<file path="src/rtl/pps_ts_pkg.sv">
package pps_ts_pkg;
  // host register map
  localparam logic ADDR_DATA = 1'b0;
  localparam logic ADDR_STAT = 1'b1;
  // status word layout
  localparam int ST_EMPTY_BIT = 0;
  localparam int ST_OVF_BIT   = 1;
  localparam int ST_FILL_LSB  = 8;
endpackage

</file>
<file path="src/rtl/pps_edge_sync.sv">
module pps_edge_sync #(
  parameter int N_CH = 5
) (
  input  logic            clk,
  input  logic            rst,
  input  logic [N_CH-1:0] async_in,
  output logic [N_CH-1:0] rise_o
);
  genvar g;
  generate
    for (g = 0; g < N_CH; g++) begin : g_chan
      logic meta_q, sync_q, prev_q;
      always_ff @(posedge clk) begin
        if (rst) begin
          meta_q <= 1'b0;
          sync_q <= 1'b0;
          prev_q <= 1'b0;
        end else begin
          meta_q <= async_in[g];
          sync_q <= meta_q;
          prev_q <= sync_q;
        end
      end
      assign rise_o[g] = sync_q & ~prev_q;
    end
  endgenerate
endmodule

</file>
<file path="src/rtl/pps_capture.sv">
module pps_capture #(
  parameter int N_CH = 5,
  parameter int TS_W = 32,
  parameter int ID_W = 3
) (
  input  logic            clk,
  input  logic            rst,
  input  logic [N_CH-1:0] rise_i,
  input  logic [TS_W-1:0] ts_now,
  output logic [N_CH-1:0] pend_o,
  output logic [N_CH-1:0] grant_o,
  output logic            wr_valid,
  output logic [ID_W-1:0] wr_id,
  output logic [TS_W-1:0] wr_ts
);
  // isolate lowest set bit: lowest channel number wins
  function automatic logic [N_CH-1:0] lowest_one(input logic [N_CH-1:0] v);
    return v & (~v + 1'b1);
  endfunction

  function automatic logic [ID_W-1:0] onehot_to_id(input logic [N_CH-1:0] oh);
    logic [ID_W-1:0] id;
    id = '0;
    for (int i = 0; i < N_CH; i++)
      if (oh[i]) id = ID_W'(i);
    return id;
  endfunction

  logic [N_CH-1:0] pend_q;
  logic [TS_W-1:0] slot_q [N_CH];

  assign grant_o  = lowest_one(pend_q);
  assign pend_o   = pend_q;
  assign wr_valid = |pend_q;
  assign wr_id    = onehot_to_id(grant_o);

  always_comb begin
    wr_ts = '0;
    for (int i = 0; i < N_CH; i++)
      if (grant_o[i]) wr_ts = slot_q[i];
  end

  genvar g;
  generate
    for (g = 0; g < N_CH; g++) begin : g_slot
      always_ff @(posedge clk) begin
        if (rst) begin
          pend_q[g] <= 1'b0;
          slot_q[g] <= '0;
        end else if (rise_i[g] && (!pend_q[g] || grant_o[g])) begin
          pend_q[g] <= 1'b1;
          slot_q[g] <= ts_now;
        end else if (grant_o[g]) begin
          pend_q[g] <= 1'b0;
        end
      end
    end
  endgenerate
endmodule

</file>
<file path="src/rtl/pps_fifo.sv">
module pps_fifo #(
  parameter int W     = 35,
  parameter int DEPTH = 16,
  localparam int PTR_W = (DEPTH > 1) ? $clog2(DEPTH) : 1,
  localparam int CNT_W = $clog2(DEPTH + 1)
) (
  input  logic             clk,
  input  logic             rst,
  input  logic             push,
  input  logic [W-1:0]     push_data,
  input  logic             pop,
  output logic [W-1:0]     head,
  output logic [CNT_W-1:0] fill,
  output logic             empty,
  output logic             drop
);
  logic [W-1:0]     mem_q [DEPTH];
  logic [PTR_W-1:0] wr_ptr_q, rd_ptr_q;
  logic [CNT_W-1:0] fill_q;
  logic             full, do_pop, do_push;

  function automatic logic [PTR_W-1:0] ptr_next(input logic [PTR_W-1:0] p);
    return (p == PTR_W'(DEPTH - 1)) ? '0 : p + 1'b1;
  endfunction

  assign empty   = (fill_q == '0);
  assign full    = (fill_q == CNT_W'(DEPTH));
  assign do_pop  = pop && !empty;
  assign do_push = push && (!full || do_pop);
  assign drop    = push && !do_push;
  assign head    = mem_q[rd_ptr_q];
  assign fill    = fill_q;

  always_ff @(posedge clk) begin
    if (do_push) mem_q[wr_ptr_q] <= push_data;
  end

  always_ff @(posedge clk) begin
    if (rst) begin
      wr_ptr_q <= '0;
      rd_ptr_q <= '0;
      fill_q   <= '0;
    end else begin
      if (do_push) wr_ptr_q <= ptr_next(wr_ptr_q);
      if (do_pop)  rd_ptr_q <= ptr_next(rd_ptr_q);
      case ({do_push, do_pop})
        2'b10:   fill_q <= fill_q + 1'b1;
        2'b01:   fill_q <= fill_q - 1'b1;
        default: fill_q <= fill_q;
      endcase
    end
  end
endmodule

</file>
<file path="src/rtl/pps_timestamper.sv">
module pps_timestamper #(
  parameter int N_CH  = 5,
  parameter int TS_W  = 32,
  parameter int DEPTH = 16,
  localparam int ID_W   = (N_CH > 1) ? $clog2(N_CH) : 1,
  localparam int DATA_W = ID_W + TS_W
) (
  input  logic              clk,
  input  logic              rst,
  input  logic [N_CH-1:0]   pps_in,
  input  logic              bus_addr,
  input  logic              bus_rd,
  input  logic              bus_wr,
  input  logic [DATA_W-1:0] bus_wdata,
  output logic [DATA_W-1:0] bus_rdata
);
  import pps_ts_pkg::*;
  localparam int CNT_W = $clog2(DEPTH + 1);

  logic [TS_W-1:0]   tb_cnt_q;
  logic [N_CH-1:0]   rise_vec, pend_vec, grant_vec;
  logic              cap_valid;
  logic [ID_W-1:0]   cap_id;
  logic [TS_W-1:0]   cap_ts;
  logic [DATA_W-1:0] fifo_head;
  logic [CNT_W-1:0]  fifo_fill;
  logic              fifo_empty, fifo_drop, host_pop, ovf_clr, ovf_q;
  logic [DATA_W-1:0] status_word;

  always_ff @(posedge clk) begin
    if (rst) tb_cnt_q <= '0;
    else     tb_cnt_q <= tb_cnt_q + 1'b1;
  end

  pps_edge_sync #(.N_CH(N_CH)) u_sync (
    .clk(clk), .rst(rst), .async_in(pps_in), .rise_o(rise_vec)
  );

  pps_capture #(.N_CH(N_CH), .TS_W(TS_W), .ID_W(ID_W)) u_cap (
    .clk(clk), .rst(rst), .rise_i(rise_vec), .ts_now(tb_cnt_q),
    .pend_o(pend_vec), .grant_o(grant_vec),
    .wr_valid(cap_valid), .wr_id(cap_id), .wr_ts(cap_ts)
  );

  assign host_pop = bus_rd && (bus_addr == ADDR_DATA);

  pps_fifo #(.W(DATA_W), .DEPTH(DEPTH)) u_fifo (
    .clk(clk), .rst(rst),
    .push(cap_valid), .push_data({cap_id, cap_ts}),
    .pop(host_pop), .head(fifo_head), .fill(fifo_fill),
    .empty(fifo_empty), .drop(fifo_drop)
  );

  assign ovf_clr = bus_wr && (bus_addr == ADDR_STAT) && bus_wdata[ST_OVF_BIT];

  always_ff @(posedge clk) begin
    if (rst)            ovf_q <= 1'b0;
    else if (fifo_drop) ovf_q <= 1'b1;
    else if (ovf_clr)   ovf_q <= 1'b0;
  end

  always_comb begin
    status_word = '0;
    status_word[ST_EMPTY_BIT] = fifo_empty;
    status_word[ST_OVF_BIT]   = ovf_q;
    status_word[ST_FILL_LSB +: CNT_W] = fifo_fill;
  end

  always_comb begin
    bus_rdata = '0;
    if (bus_rd) begin
      if (bus_addr == ADDR_STAT) bus_rdata = status_word;
      else if (!fifo_empty)      bus_rdata = fifo_head;
    end
  end
endmodule

</file>
<file path="config.mk">
export PLATFORM = sky130hd
export DESIGN_NAME = pps_timestamper
export DESIGN_NICKNAME = d
export VERILOG_FILES = /design/src/rtl/pps_ts_pkg.sv /design/src/rtl/pps_edge_sync.sv /design/src/rtl/pps_capture.sv /design/src/rtl/pps_fifo.sv /design/src/rtl/pps_timestamper.sv
export SDC_FILE = /design/constraint.sdc
export NUM_CORES = 1
export LEC_CHECK = 0
export BUFFER_PORTS_ARGS = -buffer_cell sky130_fd_sc_hd__buf_2
export CAP_MARGIN = 20
export CORE_ASPECT_RATIO = 1.5
export CORE_UTILIZATION = 61
export CTS_BUF_LIST = sky130_fd_sc_hd__clkbuf_2 sky130_fd_sc_hd__clkbuf_4 sky130_fd_sc_hd__clkbuf_8
export DETAILED_ROUTE_END_ITERATION = 7
export GPL_TIMING_DRIVEN = 0
export PLACE_DENSITY = 0.77
export SETUP_SLACK_MARGIN = 0.2
export SLEW_MARGIN = 30
export SYNTH_ARGS = -nofsm -noshare
export SYNTH_HDL_FRONTEND = slang
export SYNTH_SLANG_ARGS = --single-unit
</file>
<file path="constraint.sdc">
create_clock -name clk -period 5.45 [get_ports clk]
set_input_delay 0 -clock clk [delete_from_list [all_inputs] [get_ports clk]]
set_output_delay 0 -clock clk [all_outputs]
set_load 0.005 [all_outputs]
</file>
==> results.ini <==
[status]
run_status=finished, final reports clean

[synthesis]
synthesis.nets=1813
synth_compound_gate_area_share_pct=4.51
ys_types=51
dominantRegCellSynth=sky130_fd_sc_hd__edfxtp_1
synth_fa_ha_area_share_pct=0.423
synth_enable_flop_cells=720
yosys_register_bits=790
async_flop_share_pct=0
synth_top_family_by_area=multiplexers
area_share_of_xor_xnor_cells_in_the_synthesized_design_pct=0.949
synth-simple-area-share_pct=7.47
synth_sequential_area_ratio_pct=73.3
syn-cell-area_sq_mm=0.0314
synth_warnings=0
gate_count_after_technology_mapping=1758
yosys-mux-area-fraction_pct=11.5
postSynthAreaPerCell_sq_um=17.9

[global_routing]
grt_pass1_vias=17677
globalRoute.totalOverflow=0
groute.usage.overall_pct=28.0
grt_max_degree=26
grt_first_pass_wirelength_um=107000
grt_antenna_before_repair=1
globalRoute.busiestLayer=met2
globalRouteMet2Util_pct=51.4
global_route.usage.met1_pct=32.0
use_met3_pct=4.20

[sta]
final.period_utilization_pct=66.5
timing.final.max_slew_violations=0
setup_repair_after_global_routing_missed_its_margin=no
fin_hold_ws_ps=52.6
setup-tns-final_ps=0
clock_skew_ps=34.9
worst_pin_slew_ps=994
slew_headroom_pct=33.7
max_freq_mhz=276
hold_viol_final=0
finalSetupViolCount=0
period_minus_slack_ps=3620
post-route-worst-setup-slack_ps=1830

[die]
die_height_um=280
die_area_sq_mm=0.0524
coreArea_sq_mm=0.0507
placement_rows=101
initial_core_util_pct=61.9
dieWidth_um=187
ios=80

[worst_setup_path]
r2r-start=u_cap.pend_o[0]$_SDFFE_PP0P_
critical_path_peak_fanout=10
reg2reg_slack_ps=2070
worstSetupPathType=flip-flop to output pin
highest_delay_cell_along_the_critical_path=sky130_fd_sc_hd__buf_1
worstPathArrival_ps=3620
crit_required_ps=5450
cpPeakStageDelay_ps=670
timing.critical_path.cells=buf_1 > inv_1 > clkbuf_1 > mux2i_1 > a211oi_1 > buf_2
worstSetupStartpointType=flip-flop
timing.critical_path.to_type=output pin

[clock_network]
cts.reportedPaths.clkPinSlew_ps=60
clkSinkCount=790
cts-root-to-sink-buffers=3
clock_insertion_delay_worst_skew_ps=700
h-tree-depth=3
cts_root_buf=sky130_fd_sc_hd__clkbuf_8
tritoncts.num_buffers=107
tritoncts_clock_tree=built

[placement]
detailed_place_hpwl_um=49100
port_buffers=45
replace_congestion=0.836
dp_slack_ps=2150

[cells_and_area]
layout.core_utilization_pct=70.6
layout.cells.most_common_list=720 x sky130_fd_sc_hd__edfxtp_1, 179 x sky130_fd_sc_hd__and2_1, 141 x sky130_fd_sc_hd__mux4_2
finish.net_count=2028
mostFrequentLayoutCell=sky130_fd_sc_hd__edfxtp_1
fill_cells=3022
layout-drive-gt1-share_pct=23.2
syn2layout_area_growth_pct=14.0

[detailed_routing]
number_of_vias_after_detailed_routing=16976
vias_per_cell=6.21
detail_route.first_pass.iterations=5
drt_iter0_drc=1563
drcViolationCount=0
wirelength_um=71500
drt.antenna.violating_nets=0
routed_wire_length_per_instance_um=26.1

[hold_path]
hold_class=input port to flip-flop
hold_start=pps_in[4]

[pwr]
p_sw_share_pct=22.7
intPower_uw=9490
pwr-share-seq_pct=55.2
leakagePower_uw=0.0120
totalPowerFinal_uw=12300
p_switching_uw=2790
powerDensity_mw_per_mm2=343
comb_power_share_pct=7.8
max-vdd-ir-drop_v=0.000234
clkPwrFrac_pct=36.9

[run]
maxCapViolations=0

==> final cells by class <==
class                           instances  area [sq um]  area share (%)
Sequential cell                       790         23000            64.3
Multi-Input combinational cell        837          7930            22.1
Clock buffer                          131          1680            4.71
Timing Repair Buffer                  106          1250            3.51
Tap cell                              669           837            2.34
Buffer                                120           529            1.48
Clock inverter                         69           495            1.38
Inverter                               11          41.3           0.115
Antenna cell                            1          2.50         0.00699
==> kinds of logic (layout without fill, tap and decap cells) <==
kind of cell | after synthesis | count (layout)
fa+ha+maj | 10 | 10
xor+xnor | 34 | 34
compound gates | 192 | 192
buf+inv | 131 | 437
flops | 790 | 790
mux | 183 | 183
other cells | 0 | 1
simple gates | 418 | 418
==> registers in the layout, summed over array words and instances (netlist names), named ones only <==
signal	cells
u_fifo.fill	5
tb_cnt_q	32
u_fifo.mem_q	560
u_cap.pend_o	5
u_sync.g_chan.prev_q	5
u_fifo.wr_ptr_q	4
u_sync.g_chan.meta_q	5
u_sync.g_chan.sync_q	5
u_fifo.rd_ptr_q	4
u_cap.slot_q	160
ovf_q	1
==> worst max-delay path: cells and delay by family (launching register included) <==
| family | cells | cell delay, ps |
|---|---|---|
| flops | 1 | 410 |
| mux | 1 | 230 |
| compound gates | 1 | 650 |
| buf+inv | 4 | 1630 |
==> layer usage <==
metal | wire length (um) | vias up | part of all wire, %
met3 | 4340 | 189 | 6.1
met1 | 25100 | 8616 | 35
met2 | 38900 | 767 | 54
li1 | - | 7404 | -
met5 | 0 | - | 0
met4 | 3150 | 0 | 4.4
==> synthesized netlist by cell type, drive strengths merged (14+ instances only) <==
cell type    n  area share, %
edfxtp     720             69
and2       181            3.6
mux4       141             10
clkbuf      73           0.87
dfxtp       70            4.5
nor2        64           0.77
nand2       60           0.72
a211oi      58            1.4
buf         47           0.81
mux2i       42            1.4
o21ai       37           0.59
a221o       32            1.0
a22oi       32           0.77
nor2b       21           0.42
nor3        21           0.33
nand2b      19           0.38
xnor2       17           0.47
xor2        17           0.47
nand3       14           0.24
==> through the flow <==
stage,std cells,area (sq um)
6_report,2734,35800
3_3_place_gp,2472,32500
2_1_floorplan,1758,31400
5_1_grt,2734,35800
4_1_cts,2733,35800
3_5_place_dp,2522,33500
==> path summary, 6_finish.rpt <==
| path | to | depth (start not counted) |
|---|---|---|
| worst max-delay path | bus_rdata[3] | 6 |
| worst min-delay path | u_sync.g_chan[4].meta_q$_SDFF_PP0_ | 3 |
| worst max register to register | u_fifo.mem_q[3][24]$_DFFE_PP_ | 5 |
| worst min register to register | u_sync.g_chan[2].sync_q$_SDFF_PP0_ | 1 |
==> power by group through the flow <==
stage               Combinational (uW)  Sequential [uW]  Clock, uW
floorplan                          641             6900          0
global placement                   899             6910          0
detailed placement                 958             6910          0
CTS                                968             6780       4570
global route                      1030             6790       4800
finish                             962             6780       4530
==> what timing repair did <==
action,4_1_cts,5_1_grt
endpoints found under the hold margin,9,0
resized for setup,0,0
setup buffers,0,0
hold buffers,11,0
endpoints found under the setup margin,0,0
Note: power is estimated with default switching activity, not from simulation.
